==> config.mk <==
export PLATFORM = sky130hd
export DESIGN_NAME = wide_reg_bridge
export DESIGN_NICKNAME = d
export VERILOG_FILES = /design/src/rtl/wrb_pkg.sv /design/src/rtl/wrb_stage.sv /design/src/rtl/wrb_counter.sv /design/src/rtl/wrb_reader.sv /design/src/rtl/wide_reg_bridge.sv
export SDC_FILE = /design/constraint.sdc
export NUM_CORES = 1
export LEC_CHECK = 0
export BUFFER_PORTS_ARGS = -buffer_cell sky130_fd_sc_hd__buf_4
export CAP_MARGIN = 30
export CELL_PAD_IN_SITES_DETAIL_PLACEMENT = 1
export CELL_PAD_IN_SITES_GLOBAL_PLACEMENT = 2
export CORE_UTILIZATION = 40
export CTS_CLUSTER_SIZE = 16
export DETAILED_ROUTE_END_ITERATION = 10
export GPL_TIMING_DRIVEN = 0
export HOLD_SLACK_MARGIN = 0.08
export PLACE_DENSITY_LB_ADDON = 0.1
export SYNTH_ARGS = -nofsm -noshare
export SYNTH_HDL_FRONTEND = slang
export SYNTH_SLANG_ARGS = --single-unit
export TNS_END_PERCENT = 1
==> constraint.sdc <==
create_clock -name clk -period 15.8 [get_ports clk]
set_input_delay 0.79 -clock clk [delete_from_list [all_inputs] [get_ports clk]]
set_output_delay 0.79 -clock clk [all_outputs]
set_load 0.05 [all_outputs]
==> src/rtl/wrb_pkg.sv <==
package wrb_pkg;
  localparam int WORD_W = 32;
  localparam int DWORD_W = 2 * WORD_W;
  localparam int RST_BIT = 31;

  typedef logic [DWORD_W-1:0] dword_t;
  typedef logic [WORD_W-1:0]  word_t;

  // join the +0x0 word and the +0x4 word into one 64-bit value
  function automatic dword_t join_words(input logic swap, input word_t w_lo_addr,
                                        input word_t w_hi_addr);
    return swap ? {w_hi_addr, w_lo_addr} : {w_lo_addr, w_hi_addr};
  endfunction

  // word seen at +0x0 (hi_addr=0) or +0x4 (hi_addr=1)
  function automatic word_t pick_word(input logic swap, input dword_t v,
                                      input logic hi_addr);
    return (swap ^ hi_addr) ? v[WORD_W-1:0] : v[DWORD_W-1:WORD_W];
  endfunction
endpackage

==> src/rtl/wrb_stage.sv <==
module wrb_stage
  import wrb_pkg::*;
(
  input  logic   clk,
  input  logic   rst_n,
  input  logic   wr_en,
  input  logic   hi_word,
  input  logic   swap,
  input  word_t  wdata,
  output logic   commit,
  output dword_t commit_val
);
  word_t stage_q, stage_d;
  logic  stage_en;

  always_comb begin
    stage_en = wr_en;
    stage_d  = hi_word ? '0 : wdata;
  end

  always_ff @(posedge clk or negedge rst_n) begin
    if (!rst_n)        stage_q <= '0;
    else if (stage_en) stage_q <= stage_d;
  end

  assign commit     = wr_en & hi_word;
  assign commit_val = join_words(swap, stage_q, wdata);

  assert_stage_clear_R5: assert property (@(posedge clk) disable iff (!rst_n)
    commit |=> stage_q == '0);
  assert_stage_hold_R2: assert property (@(posedge clk) disable iff (!rst_n)
    !wr_en |=> $stable(stage_q));
endmodule

==> src/rtl/wrb_counter.sv <==
module wrb_counter
  import wrb_pkg::*;
(
  input  logic   clk,
  input  logic   rst_n,
  input  logic   clr,
  input  logic   load,
  input  dword_t load_val,
  input  logic   inc,
  output dword_t count
);
  dword_t cnt_q, cnt_d;
  logic   cnt_en;

  always_comb begin
    cnt_en = clr | load | inc;
    if (clr)       cnt_d = '0;
    else if (load) cnt_d = load_val;
    else           cnt_d = cnt_q + dword_t'(1);
  end

  always_ff @(posedge clk or negedge rst_n) begin
    if (!rst_n)      cnt_q <= '0;
    else if (cnt_en) cnt_q <= cnt_d;
  end

  assign count = cnt_q;

  assert_count_step_R8: assert property (@(posedge clk) disable iff (!rst_n)
    (!clr && !load && inc) |=> cnt_q == $past(cnt_q) + dword_t'(1));
  assert_count_clear_R9: assert property (@(posedge clk) disable iff (!rst_n)
    clr |=> cnt_q == '0);
endmodule

==> src/rtl/wrb_reader.sv <==
module wrb_reader
  import wrb_pkg::*;
#(
  parameter int SLOT_W = 2
) (
  input  logic              clk,
  input  logic              rst_n,
  input  logic              rd_en,
  input  logic              hi_word,
  input  logic              swap,
  input  logic [SLOT_W-1:0] slot,
  input  dword_t            live,
  output word_t             rdata,
  output logic              rvalid
);
  dword_t            shadow_q;
  logic [SLOT_W-1:0] shadow_slot_q;
  logic              shadow_ok_q, shadow_ok_d;
  logic              cap_en;
  word_t             rdata_q, rdata_d;
  logic              rvalid_q;

  always_comb begin
    cap_en = rd_en & ~hi_word;
    shadow_ok_d = shadow_ok_q;
    if (rd_en) shadow_ok_d = ~hi_word;
    if (!hi_word)
      rdata_d = pick_word(swap, live, 1'b0);
    else if (shadow_ok_q && shadow_slot_q == slot)
      rdata_d = pick_word(swap, shadow_q, 1'b1);
    else
      rdata_d = pick_word(swap, live, 1'b1);
  end

  always_ff @(posedge clk or negedge rst_n) begin
    if (!rst_n) begin
      shadow_q      <= '0;
      shadow_slot_q <= '0;
    end else if (cap_en) begin
      shadow_q      <= live;
      shadow_slot_q <= slot;
    end
  end

  always_ff @(posedge clk or negedge rst_n) begin
    if (!rst_n) begin
      shadow_ok_q <= 1'b0;
      rvalid_q    <= 1'b0;
      rdata_q     <= '0;
    end else begin
      shadow_ok_q <= shadow_ok_d;
      rvalid_q    <= rd_en;
      if (rd_en) rdata_q <= rdata_d;
    end
  end

  assign rdata  = rdata_q;
  assign rvalid = rvalid_q;

  assert_rvalid_follows_R11: assert property (@(posedge clk) disable iff (!rst_n)
    rd_en |=> rvalid);
  assert_rvalid_quiet_R11: assert property (@(posedge clk) disable iff (!rst_n)
    !rd_en |=> !rvalid);
  assert_capture_armed_R6: assert property (@(posedge clk) disable iff (!rst_n)
    (rd_en && !hi_word) |=> shadow_ok_q);
  assert_capture_spent_R7: assert property (@(posedge clk) disable iff (!rst_n)
    (rd_en && hi_word) |=> !shadow_ok_q);
endmodule

==> src/rtl/wide_reg_bridge.sv <==
module wide_reg_bridge
  import wrb_pkg::*;
#(
  parameter  int NUM_CNT = 2,
  localparam int NSLOT   = 2 + NUM_CNT,
  localparam int SLOT_W  = $clog2(NSLOT),
  localparam int AW      = SLOT_W + 1
) (
  input  logic               clk,
  input  logic               rst_n,
  input  logic               word_swap,
  input  logic               bus_valid,
  input  logic               bus_write,
  input  logic [AW-1:0]      bus_waddr,
  input  logic [31:0]        bus_wdata,
  input  logic [NUM_CNT-1:0] event_in,
  output logic [31:0]        bus_rdata,
  output logic               bus_rvalid,
  output logic               soft_rst_pulse
);
  localparam logic [SLOT_W-1:0] CFG_SLOT  = SLOT_W'(0);
  localparam logic [SLOT_W-1:0] SCR_SLOT  = SLOT_W'(1);

  // reset: asserted asynchronously, released on the clock
  logic [1:0] rst_sync_q;
  logic       rst_int_n;
  always_ff @(posedge clk or negedge rst_n) begin
    if (!rst_n) rst_sync_q <= 2'b00;
    else        rst_sync_q <= {rst_sync_q[0], 1'b1};
  end
  assign rst_int_n = rst_sync_q[1];

  logic              wr_en, rd_en, hi_word;
  logic [SLOT_W-1:0] slot;
  logic              commit;
  dword_t            commit_val;

  assign wr_en   = bus_valid & bus_write;
  assign rd_en   = bus_valid & ~bus_write;
  assign hi_word = bus_waddr[0];
  assign slot    = bus_waddr[AW-1:1];

  wrb_stage u_stage (
    .clk       (clk),
    .rst_n     (rst_int_n),
    .wr_en     (wr_en),
    .hi_word   (hi_word),
    .swap      (word_swap),
    .wdata     (bus_wdata),
    .commit    (commit),
    .commit_val(commit_val)
  );

  // configuration and scratch registers
  dword_t cfg_q, cfg_d, scr_q;
  logic   cfg_en, scr_en, pulse_q, pulse_d;

  always_comb begin
    cfg_en  = commit && slot == CFG_SLOT;
    scr_en  = commit && slot == SCR_SLOT;
    cfg_d   = commit_val;
    cfg_d[RST_BIT] = 1'b0;
    pulse_d = cfg_en & commit_val[RST_BIT];
  end

  always_ff @(posedge clk or negedge rst_int_n) begin
    if (!rst_int_n)  cfg_q <= '0;
    else if (cfg_en) cfg_q <= cfg_d;
  end

  always_ff @(posedge clk or negedge rst_int_n) begin
    if (!rst_int_n)  scr_q <= '0;
    else if (scr_en) scr_q <= commit_val;
  end

  always_ff @(posedge clk or negedge rst_int_n) begin
    if (!rst_int_n) pulse_q <= 1'b0;
    else            pulse_q <= pulse_d;
  end

  assign soft_rst_pulse = pulse_q;

  // event counters
  dword_t cnt [NUM_CNT];
  for (genvar i = 0; i < NUM_CNT; i++) begin : g_cnt
    logic ld;
    assign ld = commit && slot == SLOT_W'(2 + i);
    wrb_counter u_cnt (
      .clk     (clk),
      .rst_n   (rst_int_n),
      .clr     (pulse_q),
      .load    (ld),
      .load_val(commit_val),
      .inc     (event_in[i]),
      .count   (cnt[i])
    );
  end

  // live value of the addressed slot
  dword_t live;
  always_comb begin
    live = '0;
    if (slot == CFG_SLOT) live = cfg_q;
    if (slot == SCR_SLOT) live = scr_q;
    for (int i = 0; i < NUM_CNT; i++)
      if (slot == SLOT_W'(2 + i)) live = cnt[i];
  end

  wrb_reader #(.SLOT_W(SLOT_W)) u_reader (
    .clk    (clk),
    .rst_n  (rst_int_n),
    .rd_en  (rd_en),
    .hi_word(hi_word),
    .swap   (word_swap),
    .slot   (slot),
    .live   (live),
    .rdata  (bus_rdata),
    .rvalid (bus_rvalid)
  );

  assert_reset_fires_R10: assert property (@(posedge clk) disable iff (!rst_int_n)
    (commit && slot == CFG_SLOT && commit_val[RST_BIT]) |=> soft_rst_pulse);
  assert_no_false_reset_R9: assert property (@(posedge clk) disable iff (!rst_int_n)
    !(commit && slot == CFG_SLOT) |=> !soft_rst_pulse);
  assert_bit_selfclear_R9: assert property (@(posedge clk) disable iff (!rst_int_n)
    cfg_en |=> cfg_q[RST_BIT] == 1'b0);
endmodule

==> flow_metrics.py, run 1 <==
metrics = {
    "sta": {
        "final-hold-violation-count": 0,
        "worst_slack_ps": 12050,
        "whs_ps": 358,
        "setup-tns-final_ps": 0,
        "fmax_mhz": 267,
        "timing.final.crit_share": 0.237,
        "min_period_ps": 3750,
        "fin_skew_ps": 25.6,
        "setup_viol": 0,
        "rsz0062_at_grt": "false",
        "slew_viol_final": 0,
        "tightest_slew_ps": 1070,
        "max_slew_margin": 0.284,
    },
    "global_route": {
        "grt_pass1_wl_mm": 123,
        "overflow": 0,
        "antenna_found_initial": 3,
        "grt_max_degree": 66,
        "grtUsageTotal": 0.315,
        "grt_pass1_vias": 18000,
    },
    "synthesis": {
        "synth_enable_flop_cells": 0,
        "seq_area_frac_synth": 0.466,
        "avgSynthCellArea_um2": 10.7,
        "synthesis.nets": 2009,
        "syn_area_um2": 20900,
        "synthArstFlopShare": 1.00,
        "synth_flop_cell": "dfrtp_1",
        "synthCells": 1965,
        "synth-seq-cells": 390,
        "yosysUniqueCellTypes": 54,
        "yosys_warnings": 0,
    },
    "job": {
        "drv_cap": 0,
    },
    "drt": {
        "wl_mm": 81.9,
        "drt.antenna.violating_nets": 0,
        "vias": 17200,
        "drc": 0,
        "dr.first_iter.drc_count": 1382,
        "drt_pass1_iterations": 5,
        "wl_per_cell_um": 29.0,
        "vias_per_cell": 6.08,
    },
    "setup_path": {
        "crit_path_end": "g_cnt[0].u_cnt.count[8]",
        "crit_chain": "clkbuf_1 -> clkbuf_1 -> buf_1 -> buf_2 -> mux2i_1 -> a211oi_1",
        "critPathLaunchType": "input pin",
        "worstPathArrival_ps": 4170,
        "cp_slowest_cell": "mux2i_1",
        "critical_path_class": "input pin to register",
        "worstReg2RegStart": "g_cnt[1].u_cnt.count[2]",
        "crit_cells": 6,
        "cp_common_cell": "clkbuf_1",
        "critical_path.max_fanout": 10,
        "critPathCaptureType": "register",
        "rrSetupSlack_ps": 12670,
        "r2r_cells": 7,
        "crit_required_ps": 16220,
        "slowest_delay_ps": 810,
        "cp_top_family": "buffers and inverters",
        "crit_buf_inv": 4,
        "reg2reg_to": "g_cnt[1].u_cnt.count[57]",
        "crit_start": "word_swap",
    },
    "place": {
        "dp_hpwl_mm": 60.5,
        "dp.cells": 2729,
        "io_buffers": 72,
        "gp_congestion": 0.897,
        "dp_slack_ps": 11520,
    },
    "clock_tree": {
        "cts.clk_slew.worst_paths_ps": 50,
        "tritoncts": "done",
        "cts_root_buf": "clkbuf_16",
        "post_cts_buffers": 0,
        "h-tree-depth": 2,
        "clock_latency_ps": 610,
        "cts_buffers": 47,
        "post_cts_resized": 0,
        "clock-sinks": 390,
        "clockBufferDepth": 3,
        "cts_hold_buf": 1,
    },
    "floorplanning": {
        "fp.dieW_um": 231,
        "die_h_um": 231,
        "start_util": 0.406,
        "rows": 83,
        "pin_count": 76,
        "core_area_um2": 51500,
        "fp.dieArea_um2": 53200,
    },
    "finish": {
        "layout.nets": 2143,
        "drive_gt1_frac": 0.201,
        "mostFrequentLayoutCell": "dfrtp_1",
        "mostFrequentLayoutCells": "389 x dfrtp_1, 211 x nand2_1, 199 x nor2_1",
        "syn_to_final_growth_pct": 15.7,
        "instances_no_fill": 2825,
    },
    "pwr": {
        "power-per-cell-area_nw_per_um2": 150,
        "ir_worst_vdd_mv": 0.0837,
        "leakage_nw": 10.0,
    },
    "outcome": {
        "status": "complete, no violations",
    },
    "hold_path": {
        "hold_path.class": "register to register",
    },
}
-- layout make-up --
cell class                      count  area [µm²]
Fill cell                        5647       27300
Multi-Input combinational cell   1403       10500
Sequential cell                   390        9760
Clock buffer                       73        1440
Tap cell                          680         851
Timing Repair Buffer               85         795
Buffer                            150         598
Clock inverter                     12         175
Inverter                           22        82.6
Antenna cell                       10        25.0
-- flip-flops by register name, summed over array words and instances, names as in the netlist --
| signal | cells |
|---|---|
| u_reader.rdata | 32 |
| u_stage.stage_q | 32 |
| g_cnt.u_cnt.count | 128 |
| u_reader.shadow_ok_q | 1 |
| u_reader.shadow_q | 64 |
| scr_q | 64 |
| u_reader.rvalid | 1 |
| u_reader.shadow_slot_q | 2 |
| cfg_q | 63 |
| soft_rst_pulse | 1 |
| rst_sync_q | 2 |
-- worst min-delay path by stage --
stage                   from       endpoint  slack, ps  cells after the start
6_report       rst_sync_q[0]  rst_sync_q[1]        360                      0
5_1_grt        rst_sync_q[0]  rst_sync_q[1]        380                      0
4_1_cts        rst_sync_q[0]  rst_sync_q[1]        370                      0
3_5_place_dp   rst_sync_q[0]  rst_sync_q[1]        350                      0
3_3_place_gp   rst_sync_q[0]  rst_sync_q[1]        340                      0
2_1_floorplan  rst_sync_q[0]  rst_sync_q[1]        330                      0
-- cells by family (layout without fill, tap and decap cells) --
family                     count (synthesis)  count (layout)  share of synthesized area
adders and majority gates                  2               2                    0.00120
xor gates and xnor gates                 115             115                     0.0481
buffers and inverters                    172             342                     0.0325
and+or+nand+nor                          648             648                      0.146
muxes                                    287             287                      0.201
other                                      1              11                   0.000179
AOI/OAI and AO/OA                        350             350                      0.104
DFF                                      390             390                      0.466
-- cells in the mapped netlist (35+ instances only) --
master | n | area [µm²]
o21ai_0 | 107 | 536
mux4_2 | 94 | 2120
nand4_1 | 35 | 219
a211oi_1 | 108 | 811
nand2_1 | 211 | 792
nand3_1 | 70 | 350
dfrtp_1 | 390 | 9760
mux2_2 | 127 | 1430
mux2i_1 | 66 | 661
xnor2_1 | 87 | 762
clkbuf_1 | 117 | 439
nor2_1 | 199 | 747
a21oi_1 | 77 | 385
nor3_1 | 40 | 200
-- where the power goes --
part | switching, W | leakage (nW) | internal [W] | total (W)
clock network | 0.000460 | 0.797 | 0.000688 | 0.00115
logic | 0.000512 | 4.43 | 0.000436 | 0.000948
registers | 0.000257 | 4.80 | 0.00127 | 0.00153
total | 0.00123 | 10.0 | 0.00239 | 0.00362
-- metrics by stage --
step                total power, W  utilization  area, µm²
finish                     0.00362        0.470      24200
global route               0.00378        0.470      24200
CTS                        0.00363        0.470      24200
detailed placement         0.00247        0.438      22600
global placement           0.00242        0.433      22300
floorplan                  0.00212            -      20900
-- routing by layer --
| metal | up-vias | routed length, µm | GRT usage |
|---|---|---|---|
| li1 | 7435 | - | - |
| met1 | 9048 | 37100 | 0.445 |
| met2 | 554 | 37700 | 0.499 |
| met5 | - | 0 | 0 |
| met4 | 0 | 2610 | 0.102 |
| met3 | 137 | 4550 | 0.0432 |
-- worst register-to-register path, stage by stage (launching register included) --
cell	delay (ps)
dfrtp_1	450
nand4_1	310
nor2_2	480
nand4_2	640
buf_2	500
nor4_1	340
xnor2_1	160
a21oi_1	80
(Power assumes the default switching activity.)
==> run 2, diff against run 1 <==
--- a/config.mk
+++ b/config.mk
@@ -9,7 +9,7 @@
 export CAP_MARGIN = 30
 export CELL_PAD_IN_SITES_DETAIL_PLACEMENT = 1
 export CELL_PAD_IN_SITES_GLOBAL_PLACEMENT = 2
-export CORE_UTILIZATION = 40
+export CORE_UTILIZATION = 38
 export CTS_CLUSTER_SIZE = 16
 export DETAILED_ROUTE_END_ITERATION = 10
 export GPL_TIMING_DRIVEN = 0
==> constraint.sdc (replaced) <==
create_clock -name clk -period 3.3 [get_ports clk]
set_input_delay 0.165 -clock clk [delete_from_list [all_inputs] [get_ports clk]]
set_output_delay 0.165 -clock clk [all_outputs]
set_load 0.05 [all_outputs]
==> flow_metrics.py, run 2 (synthesis gave the netlist of run 1 again) <==
metrics = {
    "floorplanning": {
        "pin_count": 76,
        "fp.dieW_um": 237,
        "core_area_um2": 54100,
        "fp.dieArea_um2": 56000,
        "start_util": 0.387,
        "die_h_um": 237,
        "rows": 85,
    },
    "place": {
        "dp_hpwl_mm": 61.6,
        "gp_congestion": 0.873,
        "dp.cells": 2746,
        "placed_area_um2": 22600,
        "io_buffers": 72,
    },
    "global_route": {
        "grt_pass1_vias": 18100,
        "antenna_found_initial": 4,
        "grtUsageTotal": 0.303,
        "grt_max_degree": 68,
        "overflow": 0,
        "grt_pass1_wl_mm": 125,
    },
    "finish": {
        "drive_gt1_frac": 0.198,
        "regArea_um2": 9760,
        "syn_to_final_growth_pct": 17.6,
        "final_area_um2": 24600,
        "mostFrequentLayoutCell": "dfrtp_1",
        "mostFrequentLayoutCells": "389 x dfrtp_1, 211 x nand2_1, 199 x nor2_1",
        "instances_no_fill": 2874,
        "multi_input_area_um2": 10500,
        "fill_cells": 5936,
        "layout.nets": 2182,
        "largest_register_ffs": 128,
    },
    "clock_tree": {
        "cts.clk_slew.worst_paths_ps": 60,
        "h-tree-depth": 2,
        "cts_hold_buf": 38,
        "clockBufferDepth": 3,
        "clock-sinks": 390,
        "cts_buffers": 47,
        "cts_root_buf": "clkbuf_16",
        "post_cts_resized": 0,
        "tritoncts": "done",
        "post_cts_buffers": 0,
        "clock_latency_ps": 590,
    },
    "sta": {
        "rsz0062_at_grt": "false",
        "min_period_ps": 3150,
        "timing.final.crit_share": 0.954,
        "setup_viol": 0,
        "max_slew_margin": 0.309,
        "tightest_slew_ps": 1040,
        "fin_skew_ps": 18.3,
        "final-hold-violation-count": 0,
        "setup-tns-final_ps": 0,
        "slew_viol_final": 0,
        "fmax_mhz": 318,
    },
    "outcome": {
        "status": "complete, no violations",
    },
    "setup_path": {
        "r2r_cells": 7,
        "crit_buf_inv": 1,
        "crit_required_ps": 3780,
        "worstPathArrival_ps": 3630,
        "crit_cells": 7,
        "cp_top_family": "simple AND/OR/NAND/NOR gates",
        "critPathCaptureType": "register",
        "critical_path_class": "register to register",
        "critical_path.max_fanout": 10,
        "crit_chain": "nand4_2 -> nor4_4 -> nand3_2 -> clkbuf_1 -> nor3_1 -> xnor2_1 -> a211oi_1",
        "critPathLaunchType": "register",
        "slowest_delay_ps": 560,
        "cp_slowest_cell": "nor4_4",
    },
    "drt": {
        "drt_pass1_iterations": 4,
        "vias_per_cell": 5.98,
        "vias": 17200,
        "drt.antenna.violating_nets": 0,
        "wl_per_cell_um": 28.8,
        "dr.first_iter.drc_count": 1213,
        "drc": 0,
        "wl_mm": 82.9,
    },
    "pwr": {
        "power-per-cell-area_nw_per_um2": 705,
        "leakage_nw": 10.2,
        "ir_worst_vdd_mv": 0.326,
        "total_power_w": 0.0174,
    },
    "job": {
        "drv_cap": 0,
    },
    "hold_path": {
        "hold_path.class": "register to async pin",
    },
}
run 2: cell types whose count changed in the layout (fill, tap and decap cells not counted), moves of 2 or more:
cell	delta
buf_12	+2
clkbuf_8	+2
diode_2	-5
dlygate4sd3_1	+37
run 2: power breakdown:
group / leakage, nW / internal [W] / switching (W) / total (W)
registers: 4.80 / 0.00609 / 0.00124 / 0.00733
logic: 4.60 / 0.00212 / 0.00245 / 0.00457
clock network: 0.797 / 0.00329 / 0.00217 / 0.00546
run 2: metal layers:
layer / GRT usage / vias up / wire (µm)
met4: 0.0954 / 2 / 2460
li1: - / 7504 / -
met2: 0.479 / 450 / 38600
met1: 0.429 / 9082 / 38100
met3: 0.0430 / 136 / 3660
met5: 0 / - / 12
run 2: cell type report:
type	instances	share of cell area
plain buffers	150	0.0243
clock buffers	75	0.0603
inverters	22	0.00336
flip-flops and latches	390	0.397
repair buffers	124	0.0483
diodes	5	0.000508
clock inverters	9	0.00488
well taps	696	0.0354
multi-input cells	1403	0.426
run 2: worst register-to-register path: cells and delay by family (launching register included):
kind | cells | cell delay (ps)
AND/OR/NAND/NOR | 4 | 1690
XOR/XNOR | 1 | 100
flip-flops | 1 | 500
buffers and inverters | 1 | 480
AO/OA/AOI/OAI | 1 | 270
run 2: per-stage QoR:
step                      hold WS (ps)  utilization  setup slack, ps
after floorplan                   -131            -             -536
after global placement           -52.7        0.413            -2360
after detailed placement         -48.3        0.417             -321
after CTS                          280        0.454              204
after global routing               338        0.454             43.2
final                              295        0.455              152
run 2: final timing paths:
check	from	endpoint	slack, ps
setup / recovery	g_cnt[0].u_cnt.count[5]	g_cnt[0].u_cnt.count[39]	150
hold / removal	rst_sync_q[1]	g_cnt[0].u_cnt.count[40]	290
setup reg to reg	g_cnt[0].u_cnt.count[5]	g_cnt[0].u_cnt.count[39]	150
hold reg to reg	rst_sync_q[1]	g_cnt[0].u_cnt.count[40]	290
max in group asynchronous	rst_sync_q[1]	u_reader.rdata[26]	1320
min in group clk	bus_valid	u_stage.stage_q[0]	320
